### src/rtl/slave_timer_ctrl.sv
`timescale 1ns/1ps
module slave_timer_ctrl #(
  parameter int CW   = 16,
  parameter int NSRC = 4
) (
  input  logic          clk,
  input  logic          rst_n,
  input  logic [2:0]    mode_i,
  input  logic [2:0]    tsel_i,
  input  logic          trg_inv_i,
  input  logic [NSRC-1:0] trg_src_i,
  input  logic          enc_a_i,
  input  logic          enc_b_i,
  input  logic          sw_set_i,
  input  logic          sw_clr_i,
  input  logic [CW-1:0] arr_i,
  output logic [CW-1:0] count_o,
  output logic          dir_o,
  output logic          cnt_en_o,
  output logic          cnt_rst_o,
  output logic          upd_o
);
  localparam int SW = (NSRC > 1) ? $clog2(NSRC) : 1;
  localparam logic [2:0] M_FREE = 3'd0, M_ENC1 = 3'd1, M_ENC2 = 3'd2, M_ENC3 = 3'd3,
                         M_CLR  = 3'd4, M_GATE = 3'd5, M_START = 3'd6, M_EXT = 3'd7;

  logic [2:0] ts, sa, sb;
  logic       trg_pick, t_lvl, t_rise, a_lvl, b_lvl, a_edge, b_edge;
  logic       step, down, clr_evt, wrap, en_q, dir_q;
  logic [CW-1:0] cnt_q, cnt_d;

  assign trg_pick = (int'(tsel_i) < NSRC) ? trg_src_i[tsel_i[SW-1:0]] : 1'b0;

  always_ff @(posedge clk or negedge rst_n) begin
    if (!rst_n) begin
      ts <= '0;
      sa <= '0;
      sb <= '0;
    end else begin
      ts <= {ts[1:0], trg_pick ^ trg_inv_i};
      sa <= {sa[1:0], enc_a_i};
      sb <= {sb[1:0], enc_b_i};
    end
  end

  assign t_lvl  = ts[1];
  assign t_rise = ts[1] & ~ts[2];
  assign a_lvl  = sa[1];
  assign b_lvl  = sb[1];
  assign a_edge = sa[1] ^ sa[2];
  assign b_edge = sb[1] ^ sb[2];

  always_comb begin
    step = 1'b0;
    down = 1'b0;
    unique case (mode_i)
      M_FREE:  step = en_q;
      M_ENC1: begin
        step = en_q & b_edge & ~a_edge;
        down = a_lvl ^ b_lvl;
      end
      M_ENC2: begin
        step = en_q & a_edge & ~b_edge;
        down = ~(a_lvl ^ b_lvl);
      end
      M_ENC3: begin
        step = en_q & (a_edge ^ b_edge);
        down = b_edge ? (a_lvl ^ b_lvl) : ~(a_lvl ^ b_lvl);
      end
      M_CLR:   step = en_q;
      M_GATE:  step = en_q & t_lvl;
      M_START: step = en_q;
      M_EXT:   step = en_q & t_rise;
      default: step = 1'b0;
    endcase
  end

  assign clr_evt = (mode_i == M_CLR) & t_rise;
  assign wrap    = step & (down ? (cnt_q == '0) : (cnt_q >= arr_i));

  always_comb begin
    cnt_d = cnt_q;
    if (clr_evt)
      cnt_d = '0;
    else if (step && down)
      cnt_d = (cnt_q == '0) ? arr_i : cnt_q - CW'(1);
    else if (step)
      cnt_d = (cnt_q >= arr_i) ? '0 : cnt_q + CW'(1);
  end

  always_ff @(posedge clk or negedge rst_n) begin
    if (!rst_n) begin
      cnt_q <= '0;
      dir_q <= 1'b0;
      en_q  <= 1'b0;
    end else begin
      cnt_q <= cnt_d;
      if (step)
        dir_q <= down;
      if (sw_clr_i)
        en_q <= 1'b0;
      else if (sw_set_i || (mode_i == M_START && t_rise))
        en_q <= 1'b1;
    end
  end

  assign count_o   = cnt_q;
  assign dir_o     = dir_q;
  assign cnt_en_o  = en_q;
  assign cnt_rst_o = clr_evt;
  assign upd_o     = clr_evt | wrap;
endmodule


### config.mk
export PLATFORM = sky130hd
export DESIGN_NAME = slave_timer_ctrl
export DESIGN_NICKNAME = d
export VERILOG_FILES = /design/src/rtl/slave_timer_ctrl.sv
export SDC_FILE = /design/constraint.sdc
export NUM_CORES = 1
export LEC_CHECK = 0
export CORE_ASPECT_RATIO = 1.5
export CORE_MARGIN = 3
export CORE_UTILIZATION = 45
export CTS_CLUSTER_DIAMETER = 60
export DETAILED_ROUTE_END_ITERATION = 12
export MAX_ROUTING_LAYER = met4
export PLACE_DENSITY = 0.84
export SYNTH_ARGS = -nofsm -noshare
export SYNTH_HDL_FRONTEND = slang
export SYNTH_SLANG_ARGS = --single-unit
### constraint.sdc
create_clock -name clk -period 2.92 [get_ports clk]
set_clock_uncertainty 0.1 [all_clocks]
set_input_delay 0.584 -clock clk [delete_from_list [all_inputs] [get_ports clk]]
set_output_delay 0.584 -clock clk [all_outputs]
set_load 0.05 [all_outputs]
# After elaboration in Yosys (flattened, before gate mapping)
# Index checks and enable logic that the tools add are counted.
[word_totals] register_bits=27 input_bits=33 word_cells=60
[op_classes] addsub=2 magnitude_cmp=3 eq_ne=7 mux=14 bitwise_logic=20 n_reduce_logical=8
[ops] op="$mux 16" n=5
[ops] op="$add 16x1->16 const B" n=1
[ops] op="$ge 16x16->1" n=1
[ops] op="$logic_not 16->1" n=1
[ops] op="$sub 16x1->16 const B" n=1
[ops] op="$eq 3x3->1 const B" n=4
[ops] op="$and 1x1->1" n=10
[ops] op="$eq 3x2->1 const B" n=2
[ops] op="$mux 1" n=6
[ops] op="$pmux 1 s6" n=1
[ops] op="$xor 1x1->1" n=5
[ops] op="$not 1->1" n=4
[ops] op="$eq 3x1->1 const B" n=1
[ops] op="$logic_not 3->1" n=1
[ops] op="$lt 2x3->1 const B" n=1
[ops] op="$lt 3x3->1 const B" n=1
[ops] op="$pmux 1 s3" n=1
[ops] op="$reduce_bool 3->1" n=1
[ops] op="$reduce_or 3->1" n=1
[ops] op="$bmux 1 s2" n=1
[ops] op="$logic_and 1x1->1" n=2
[ops] op="$reduce_bool 2->1" n=1
[ops] op="$logic_or 1x1->1" n=1
[ops] op="$or 1x1->1" n=1

# Logic depth before layout (Yosys ltp)
# Gate-level depths: netlist of the first run.
[logic_depth] depth_word=7 ltp_mapped=10 mapped_depth_nobuf=8

# Worst setup path after synthesis of the first run
# No wires, ideal clock.
[synth_timing] path_kind="reg-to-output" start="register cnt_q[0], in the netlist count_o[0]" end="output upd_o" arrival_time_ps=3118 path_slack_ps=-882 path_stages_with_launch=11 path_buffers=2 path_cell_list="dfrtp_1 > clkbuf_1 > inv_1 > ha_1 > nor2b_1 > nand3_1 > or2_1 > buf_6 > nand2_1 > o21ai_0 > o21ai_0"
[synth_between] elab_chain_len=4 word_cells_on_any_way=5 classes_between="order compare (1); mux (1); bitwise (2); reduce/logical (1)"
[synth_lines] item="start: declaration" line="30" rtl="logic [CW-1:0] cnt_q, cnt_d;"
[synth_lines] item="start signal: assignment" line="97" rtl="cnt_q <= cnt_d;"
[synth_lines] item="$ge 16x16->1 / $logic_not 16->1 (equally long branches)" line="79" rtl="assign wrap = step & (down ? (cnt_q == '0) : (cnt_q >= arr_i));"
[synth_lines] item="$mux 1 (*)" line="79"
[synth_lines] item="$and 1x1->1 (*)" line="79"
[synth_lines] item="$or 1x1->1 (*)" line="111" rtl="assign upd_o = clr_evt | wrap;"
[synth_lines] item="end: declaration" line="21" rtl="output logic upd_o"
# Every way passes the cells marked *; elsewhere a longest branch is shown, timed or not.

# Final worst setup path of the first run
[layout_timing] start="input arr_i[11]" end="output upd_o"
[layout_between] elab_chain_len=4
[layout_lines] item="start: declaration" line="16" rtl="input logic [CW-1:0] arr_i,"
[layout_lines] item="$ge 16x16->1" line="79"
[layout_lines] item="$mux 1" line="79"
[layout_lines] item="$and 1x1->1" line="79"
[layout_lines] item="$or 1x1->1" line="111"
# No other way between the ends.

==> flow_metrics.tcl, run 1 <==
set metrics [dict create \
    status "finished, violations left" \
    violations "setup timing" \
    die_y_um 100.2 \
    pwr-share-clk_pct 8.9 \
    use_met2_pct 49.08 \
    postCtsHoldBufs 0 \
    num_antenna_cells 0 \
    drive_above_1_share_pct 27.41 \
    yosysSeqAreaShare_pct 25.38 \
    routed_via_density 5.903 \
    synth_area_leader_cell "dfrtp_1" \
    worst_hold_path_type "reg2reg" \
    drv_slew 0 \
    period_needed_ns 2.984 \
    worstSetupPathType "in2out" \
    power_frac_seq_pct 22.1 \
    fin_nets 458 \
    cts_buffer_depth 2 \
    num_io_pins 53 \
    grt_overflow_total 0 \
    worstHoldStart "ts[0]" \
    synth.area.top_cells "dfrtp_1 (25%), ha_1 (8.9%), nand2_1 (4.5%)" \
    synth-main-ff-cell "dfrtp_1" \
    fmax_mhz 335.1 \
    path_max_fanout 3 \
    synthDistinctLibCells 65 \
    grt_pass1_vias 3048 \
    power_frac_comb_pct 69.0 \
    place_area_mm2 0.003612 \
    worst_pin_slew_ns 0.6523 \
    crit_arrival_ns 2.30 \
    required_ns 2.24 \
    worstReg2RegStart "count_o[0]" \
    num-fill-cells 492 \
    grt_first_pass_wirelength_um 14170 \
    clk_pin_slew_ns 0.10 \
    power_density_mw_per_mm2 688.0 \
    routed_wl_um 8708 \
    maxCapViolations 0 \
    cts-htree-levels 1 \
    mostFrequentLayoutCell "buf_4" \
    irDropWorstVdd_v 0.0003280 \
    routabilityCongestion 0.9703 \
    final_cells 475 \
    worst-r2r-setup-slack_ns 0.31 \
    max_slew_margin_pct 56.11 \
    cts_buffers 3 \
    start_kind "input port" \
    async_flop_share_pct 100.0 \
    syn_inst 313 \
    synth-seq-cells 27 \
    die_area_mm2 0.006895 \
    rows 33 \
    die_w_um 68.81 \
    busiest_layer "met2" \
    drc 0 \
    cts_tree "done" \
    dp.cells 470 \
    synth_nets 365 \
    fin_crit_sh_pct 102.2 \
    globalRouteMet3Util_pct 2.352 \
    synth-edff-count 0 \
    num_vias 2804 \
    synth_area_per_cell_um2 8.507 \
    wire_per_inst_um 18.33 \
    clock_latency_ns 0.28 \
    core_area_mm2 0.005615 \
    detail-route-antenna-nets 0 \
    intPower_uw 1310 \
    initial_utilization_pct 47.42 \
    final_area_mm2 0.003762 \
    yosys.area.top_type_share_pct 25.38 \
    syn_to_final_growth_pct 41.31 \
    rsz0062_at_grt "true" \
    layout_common_cells "buf_4 (53), clkdlybuf4s50_1 (34), nand2_1 (31)" \
    grt_usage_pct 27.94 \
    fin_ws_ns -0.06396 \
    grt_util_met1_pct 30.20 \
    drtPass1Iterations 5 \
    clock-sinks 27 \
    crit_path_start "arr_i[11]" \
    dr.first_iter.drc_count 158 \
    netlist_area_mm2 0.002663 \
    leakagePower_uw 0.001613 \
    grt_max_degree 28 \
    swShare_pct 49.40 \
    endpoint_kind "primary output" \
    synth_warnings 0 \
    setup_viol_count_final 1 \
    dp_hpwl_um 6715 \
    p_switching_uw 1279 \
    antenna_found_initial 0 \
    hold_viol 0 \
    port_buffers 52 \
    cts_root_buf "clkbuf_8" \
]
## worst paths after layout
path / end / cells after the start
setup / recovery: upd_o / 11
hold / removal: ts[1] / 0
setup reg to reg: count_o[14] / 8
hold reg to reg: ts[1] / 0
max in group asynchronous: count_o[1] / 2
min in group asynchronous: count_o[12] / 2
## state kept, by name (all words and copies together), names as in the netlist
name      count
sb            3
count_o      16
ts            3
sa            3
cnt_en_o      1
dir_o         1
## power by group through the flow
stage               sequential, µW  combinational, µW  clock, µW
CTS                            569               1760        237
floorplan                      839                861          0
global route                   582               1920        250
global placement               561               1680          0
finish                         572               1790        230
detailed placement             569               1710          0
## repair_timing
item / in CTS / in global routing
setup endpoints to repair: 2 / 2
pin swaps: 12 / 8
gates resized for setup: 29 / 18
buffers inserted: 1 / 0
## area by class of cell
class	instances	area [µm²]	share of cell area [%]
Inverter	23	91.34	2.428
Multi-Input combinational cell	245	1924	51.15
Tap cell	70	87.58	2.328
Timing Repair Buffer	106	933.4	24.81
Clock buffer	4	45.04	1.197
Sequential cell	27	680.7	18.09
## logic make-up (layout without fill, tap and decap cells)
logic type,Yosys count,count (layout),synth area share (%)
adders and majority gates,19,19,8.929
xor gates and xnor gates,19,19,6.532
AOI/OAI and AO/OA,81,81,22.23
DFF,27,27,25.38
muxes,6,6,2.726
buffers and inverters,41,133,8.082
and+or+nand+nor,120,120,26.13
## cell usage after synthesis, types with 5 or more instances
cell / n
nand2b_1: 5
nor2_1: 18
a211oi_1: 5
mux2i_1: 5
a21oi_1: 14
a31oi_1: 7
nor3_1: 14
nand3_1: 9
dfrtp_1: 27
o21ai_0: 20
nand2_1: 32
inv_1: 22
nand4_1: 7
buf_6: 6
ha_1: 19
xor2_1: 5
clkbuf_1: 5
xnor2_1: 13
## per-stage QoR
| stage | TNS [ns] | power [µW] | setup slack (ns) | hold WS (ns) | util (%) |
|---|---|---|---|---|---|
| 2_1_floorplan | -0.04091 | 1700 | -0.04091 | 0.1884 | - |
| 3_3_place_gp | -2.101 | 2245 | -0.4651 | 0.2444 | 64.33 |
| 3_5_place_dp | -2.880 | 2278 | -0.4969 | 0.2364 | 64.33 |
| 4_1_cts | -0.1499 | 2569 | -0.1499 | 0.2687 | 66.35 |
| 5_1_grt | -0.1376 | 2755 | -0.1196 | 0.2773 | 67.00 |
| 6_report | -0.06396 | 2589 | -0.06396 | 0.2621 | 67.00 |
## critical path, stage by stage
cell	delay, ns
dlygate4sd2_1	0.24
inv_2	0.06
ha_4	0.26
nand4_1	0.20
buf_4	0.21
a31oi_1	0.13
o21bai_1	0.11
nand2_2	0.13
o21ai_4	0.07
o21ai_4	0.13
buf_6	0.17
## routing by layer
layer | up-vias | part of all wire [%]
met1 | 1341 | 37
met4 | 0 | 3.7
met2 | 106 | 54
li1 | 1333 | -
met3 | 24 | 4.9
met5 | - | 0
(Power assumes the default switching activity.)
==> run 2, diff against run 1 <==
CORE_MARGIN = 5   (was 3)
DONT_BUFFER_PORTS = 1   (was unset)
PLACE_DENSITY = 0.72   (was 0.84)
SKIP_CTS_REPAIR_TIMING = 1   (was unset)
==> run 2 against run 1 <==
  * The run still ends with setup timing left
  * Power decreased by 9.5%
  * Design area decreased by 18%
  * Cell count down 12%
  * Non-clock buffer count decreased by 61
  * Combinational power decreased by 13%
  * Die area rose by 10%
  * Global-route usage shrank 5.6 points
  * Sequential power fell by 2%
  * Worst hold slack worse by 0.26 ns
==> flow_metrics.tcl, run 2 (same netlist as run 1, synthesis figures left out) <==
set metrics [dict create \
    status "finished, violations left" \
    violations "setup timing" \
    fmax_mhz 324.3 \
    initial_utilization_pct 46.02 \
    leakagePower_uw 0.001326 \
    required_ns 2.24 \
    endpoint_kind "primary output" \
    drc 0 \
    start_kind "register" \
    fin_nets 397 \
    layout_common_cells "buf_4 (43), nand2_1 (31), dfrtp_1 (23)" \
    mostFrequentLayoutCell "buf_4" \
    clock_latency_ns 0.29 \
    grt_usage_pct 22.35 \
    grt_max_degree 28 \
    final_area_mm2 0.003098 \
    cts_buffer_depth 2 \
    setup_viol_count_final 1 \
    cts_root_buf "clkbuf_8" \
    pre_cts_slack_ns -0.02250 \
    syn_to_final_growth_pct 16.35 \
    die_area_mm2 0.007587 \
    worstSetupPathType "reg2out" \
    routabilityCongestion 0.9178 \
    antenna_found_initial 0 \
    worst_hold_path_type "in2async" \
    path_max_fanout 2 \
    grt_pass1_vias 2549 \
    ff2ff_path_depth 7 \
    detail-route-antenna-nets 0 \
    dp.cells 409 \
    num_antenna_cells 0 \
    wire_per_inst_um 19.13 \
    worst_pin_slew_ns 0.6742 \
    rows 34 \
    irDropWorstVdd_v 0.0002591 \
    grt_first_pass_wirelength_um 12910 \
    power_density_mw_per_mm2 756.3 \
    core_area_mm2 0.005786 \
    max_slew_margin_pct 54.89 \
    maxCapViolations 0 \
    place_area_mm2 0.003004 \
    largest_register_ff_count 16 \
    num-fill-cells 538 \
    drive_above_1_share_pct 22.67 \
    cts_tree "done" \
    port_buffers 0 \
    cts_buffers 3 \
    period_needed_ns 3.084 \
    clock-sinks 27 \
    fin_crit_sh_pct 105.6 \
    worst-r2r-setup-slack_ns 0.21 \
    clk_pin_slew_ns 0.10 \
    grt_overflow_total 0 \
    num_vias 2552 \
    drv_slew 0 \
    die_w_um 72.81 \
    cts-htree-levels 1 \
    final_cells 416 \
    dr.first_iter.drc_count 292 \
    routed_wl_um 7957 \
    num_io_pins 53 \
    fin_ws_ns -0.1636 \
    routed_via_density 6.135 \
    whs_ns 0.005480 \
    drtPass1Iterations 4 \
    crit_arrival_ns 2.40 \
    die_y_um 104.2 \
    hold_viol 0 \
    dp_hpwl_um 6160 \
    rsz0062_at_grt "true" \
]
run 2: critical path, stage by stage (launching register included):
cell and delay [ns]:
dfrtp_2 0.44, clkinv_4 0.06, ha_4 0.18, nand2b_4 0.12, a2111o_1 0.44, a311oi_4 0.34, nand2_2 0.12, o21ai_4 0.15
o21ai_4 0.08, buf_12 0.17
run 2: layout make-up:
cell class / instances / area (µm²) / area share (%)
clock buffers: 4 / 45.04 / 1.454
inverters: 23 / 91.34 / 2.948
multi-input cells: 245 / 1828 / 59.01
flip-flops and latches: 27 / 680.7 / 21.97
well taps: 72 / 90.09 / 2.908
repair buffers: 45 / 362.8 / 11.71
run 2: power by group:
group | total [µW] | leakage, µW | internal, µW | switching, µW
combinational | 1550 | 0.000991 | 577 | 970
clock | 233 | 0.0000228 | 98.5 | 135
sequential | 563 | 0.000312 | 462 | 101
total | 2340 | 0.00133 | 1140 | 1210
run 2: layer usage:
metal	up-vias	wire length, µm	global-route usage (%)
met5	-	0	-
met1	1212	2940	23.64
met3	28	439	3.095
met4	0	382	12.40
met2	100	4194	38.70
li1	1212	-	-
run 2: through the flow:
stage               power [µW]  setup TNS (ns)  util, %
floorplan                 1700        -0.04091        -
global placement          2039               0    51.92
detailed placement        2068        -0.02250    51.92
CTS                       2299         -0.2153    52.70
global route              2498         -0.2421    53.55
finish                    2343         -0.1636    53.55
run 2: worst paths after layout:
| path | start | endpoint |
|---|---|---|
| max in group asynchronous | rst_n | count_o[10] |
| worst min-delay path | rst_n | count_o[0] |
| worst min register to register | sa[0] | sa[1] |
| worst max-delay path | count_o[0] | upd_o |
| min in group clk | enc_a_i | sa[0] |
| worst max register to register | sb[1] | count_o[0] |
==> run 3, diff against run 2 <==
PLACE_DENSITY = 0.7   (was 0.72)
clock period = 3.6 ns   (was 2.92 ns; I/O delays follow)
==> run 3 against run 2 <==
  * The run now ends clean
  * Non-clock buffer count fell by 16
  * Worst hold slack better by 0.016 ns
  * Largest cell class unchanged
  * Critical endpoint unchanged
  * Die area unchanged
  * Critical path type unchanged
  * Wire length fell by 4.7%
  * Via count down 1.0%
==> flow_metrics.tcl, run 3 (same netlist as run 1, synthesis figures left out) <==
set metrics [dict create \
    port_buffers 0 \
    cts_root_buf "clkbuf_8" \
    power_frac_seq_pct 27.6 \
    status "finished clean" \
    required_ns 2.78 \
    routed_via_density 6.315 \
    rows 34 \
    clock-sinks 27 \
    num_vias 2526 \
    crit_arrival_ns 2.59 \
    die_w_um 72.81 \
    grt_usage_pct 21.13 \
    fmax_mhz 293.4 \
    detail-route-antenna-nets 0 \
    cts-htree-levels 1 \
    num-fill-cells 580 \
    critPathBufInv 2 \
    drv_slew 0 \
    period_needed_ns 3.408 \
    leakagePower_uw 0.001230 \
    pwr-share-clk_pct 10.4 \
    maxCapViolations 0 \
    mostFrequentLayoutCell "nand2_1" \
    wire_per_inst_um 18.96 \
    cts_buffer_depth 2 \
    hold_viol 0 \
    pre_cts_slack_ns 0.2952 \
    grt_first_pass_wirelength_um 12350 \
    syn_to_final_growth_pct 8.882 \
    critPathMaxStageDelay_ns 0.42 \
    drc 0 \
    clk_pin_slew_ns 0.10 \
    endpoint_kind "primary output" \
    final_cells 400 \
    dr.first_iter.drc_count 191 \
    worstSetupPathType "reg2out" \
    start_kind "register" \
    drive_above_1_share_pct 16.46 \
    intPower_uw 856.3 \
    num_io_pins 53 \
    final_area_mm2 0.002899 \
    max_slew_margin_pct 46.93 \
    grt_max_degree 28 \
    fin_setup_tns_ns 0 \
    setup_viol_count_final 0 \
    num_antenna_cells 0 \
    critical-path-top-delay-family "compound AO/OA/AOI/OAI gates" \
    antenna_found_initial 0 \
    worst_pin_slew_ns 0.7934 \
    core_area_mm2 0.005786 \
    fin_ws_ns 0.1921 \
    clock_latency_ns 0.29 \
    place_area_mm2 0.002835 \
    drtPass1Iterations 5 \
    crit_chain "inv_1 -> ha_1 -> nand2b_1 -> a2111o_1 -> a311oi_2 -> nand2_1 -> o21ai_0 -> o21ai_1 -> buf_4" \
    power_density_mw_per_mm2 621.5 \
    die_y_um 104.2 \
    dp_hpwl_um 5803 \
    fin_crit_sh_pct 94.66 \
    dp.cells 395 \
    grt_pass1_vias 2522 \
    irDropWorstVdd_v 0.0002189 \
    slowest_stage "a2111o_1" \
    fin_nets 381 \
    rsz0062_at_grt "false" \
    routabilityCongestion 0.9638 \
    swShare_pct 52.47 \
    power_frac_comb_pct 61.9 \
    die_area_mm2 0.007587 \
    p_switching_uw 945.4 \
    initial_utilization_pct 46.02 \
    layout_common_cells "nand2_1 (32), buf_4 (28), dfrtp_1 (26)" \
    cts_buffers 3 \
    routed_wl_um 7582 \
    worst_hold_path_type "in2async" \
    largest_register_ff_count 16 \
    whs_ns 0.02147 \
    grt_overflow_total 0 \
    cts_tree "done" \
    path_max_fanout 4 \
]
run 3: final timing paths:
kind / startpoint / endpoint / slack [ns] / cells past startpoint
max: count_o[0] / upd_o / 0.19 / 9
min: rst_n / count_o[0] / 0.02 / 0
max reg2reg: count_o[0] / count_o[14] / 0.82 / 9
min reg2reg: ts[0] / ts[1] / 0.26 / 0
max in group asynchronous: rst_n / count_o[5] / 2.06 / 1
min in group clk: ts[0] / ts[1] / 0.26 / 0
run 3: through the flow:
stage,utilization (%),power (µW)
2_1_floorplan,-,1327
3_3_place_gp,49.01,1577
3_5_place_dp,49.01,1595
4_1_cts,49.85,1788
5_1_grt,50.11,1926
6_report,50.11,1802
run 3: worst reg2reg max path, stage by stage, from the launching register on:
cell and delay (ns):
dfrtp_2 0.41, inv_1 0.14, ha_1 0.25, nand2b_1 0.14, a2111o_1 0.42, a311oi_2 0.36
nand2_1 0.12, buf_4 0.20, or4_1 0.51, nand3_1 0.08
run 3: area by class of cell:
cell class | count | area, µm² | area share, %
repair buffers | 29 | 220.2 | 7.596
flip-flops and latches | 27 | 676.9 | 23.35
multi-input cells | 245 | 1777 | 61.29
clock inverters | 1 | 7.507 | 0.2590
well taps | 72 | 90.09 | 3.107
clock buffers | 3 | 41.29 | 1.424
inverters | 23 | 86.33 | 2.978
run 3: power groups by stage:
stage | combinational (µW) | sequential (µW) | clock, µW
global route | 1210 | 510 | 208
CTS | 1100 | 496 | 192
detailed placement | 1090 | 501 | 0
global placement | 1080 | 499 | 0
finish | 1120 | 498 | 188
floorplan | 650 | 677 | 0
run 3: per-layer routing:
metal / global-route usage, % / routed length (µm) / vias to the layer above / part of all wire (%)
met3: 3.385 / 531 / 28 / 7.0
met1: 23.11 / 2801 / 1197 / 37
li1: - / - / 1180 / -
met4: 9.894 / 350 / 0 / 4.6
met2: 36.37 / 3899 / 121 / 51
met5: - / 0 / - / 0
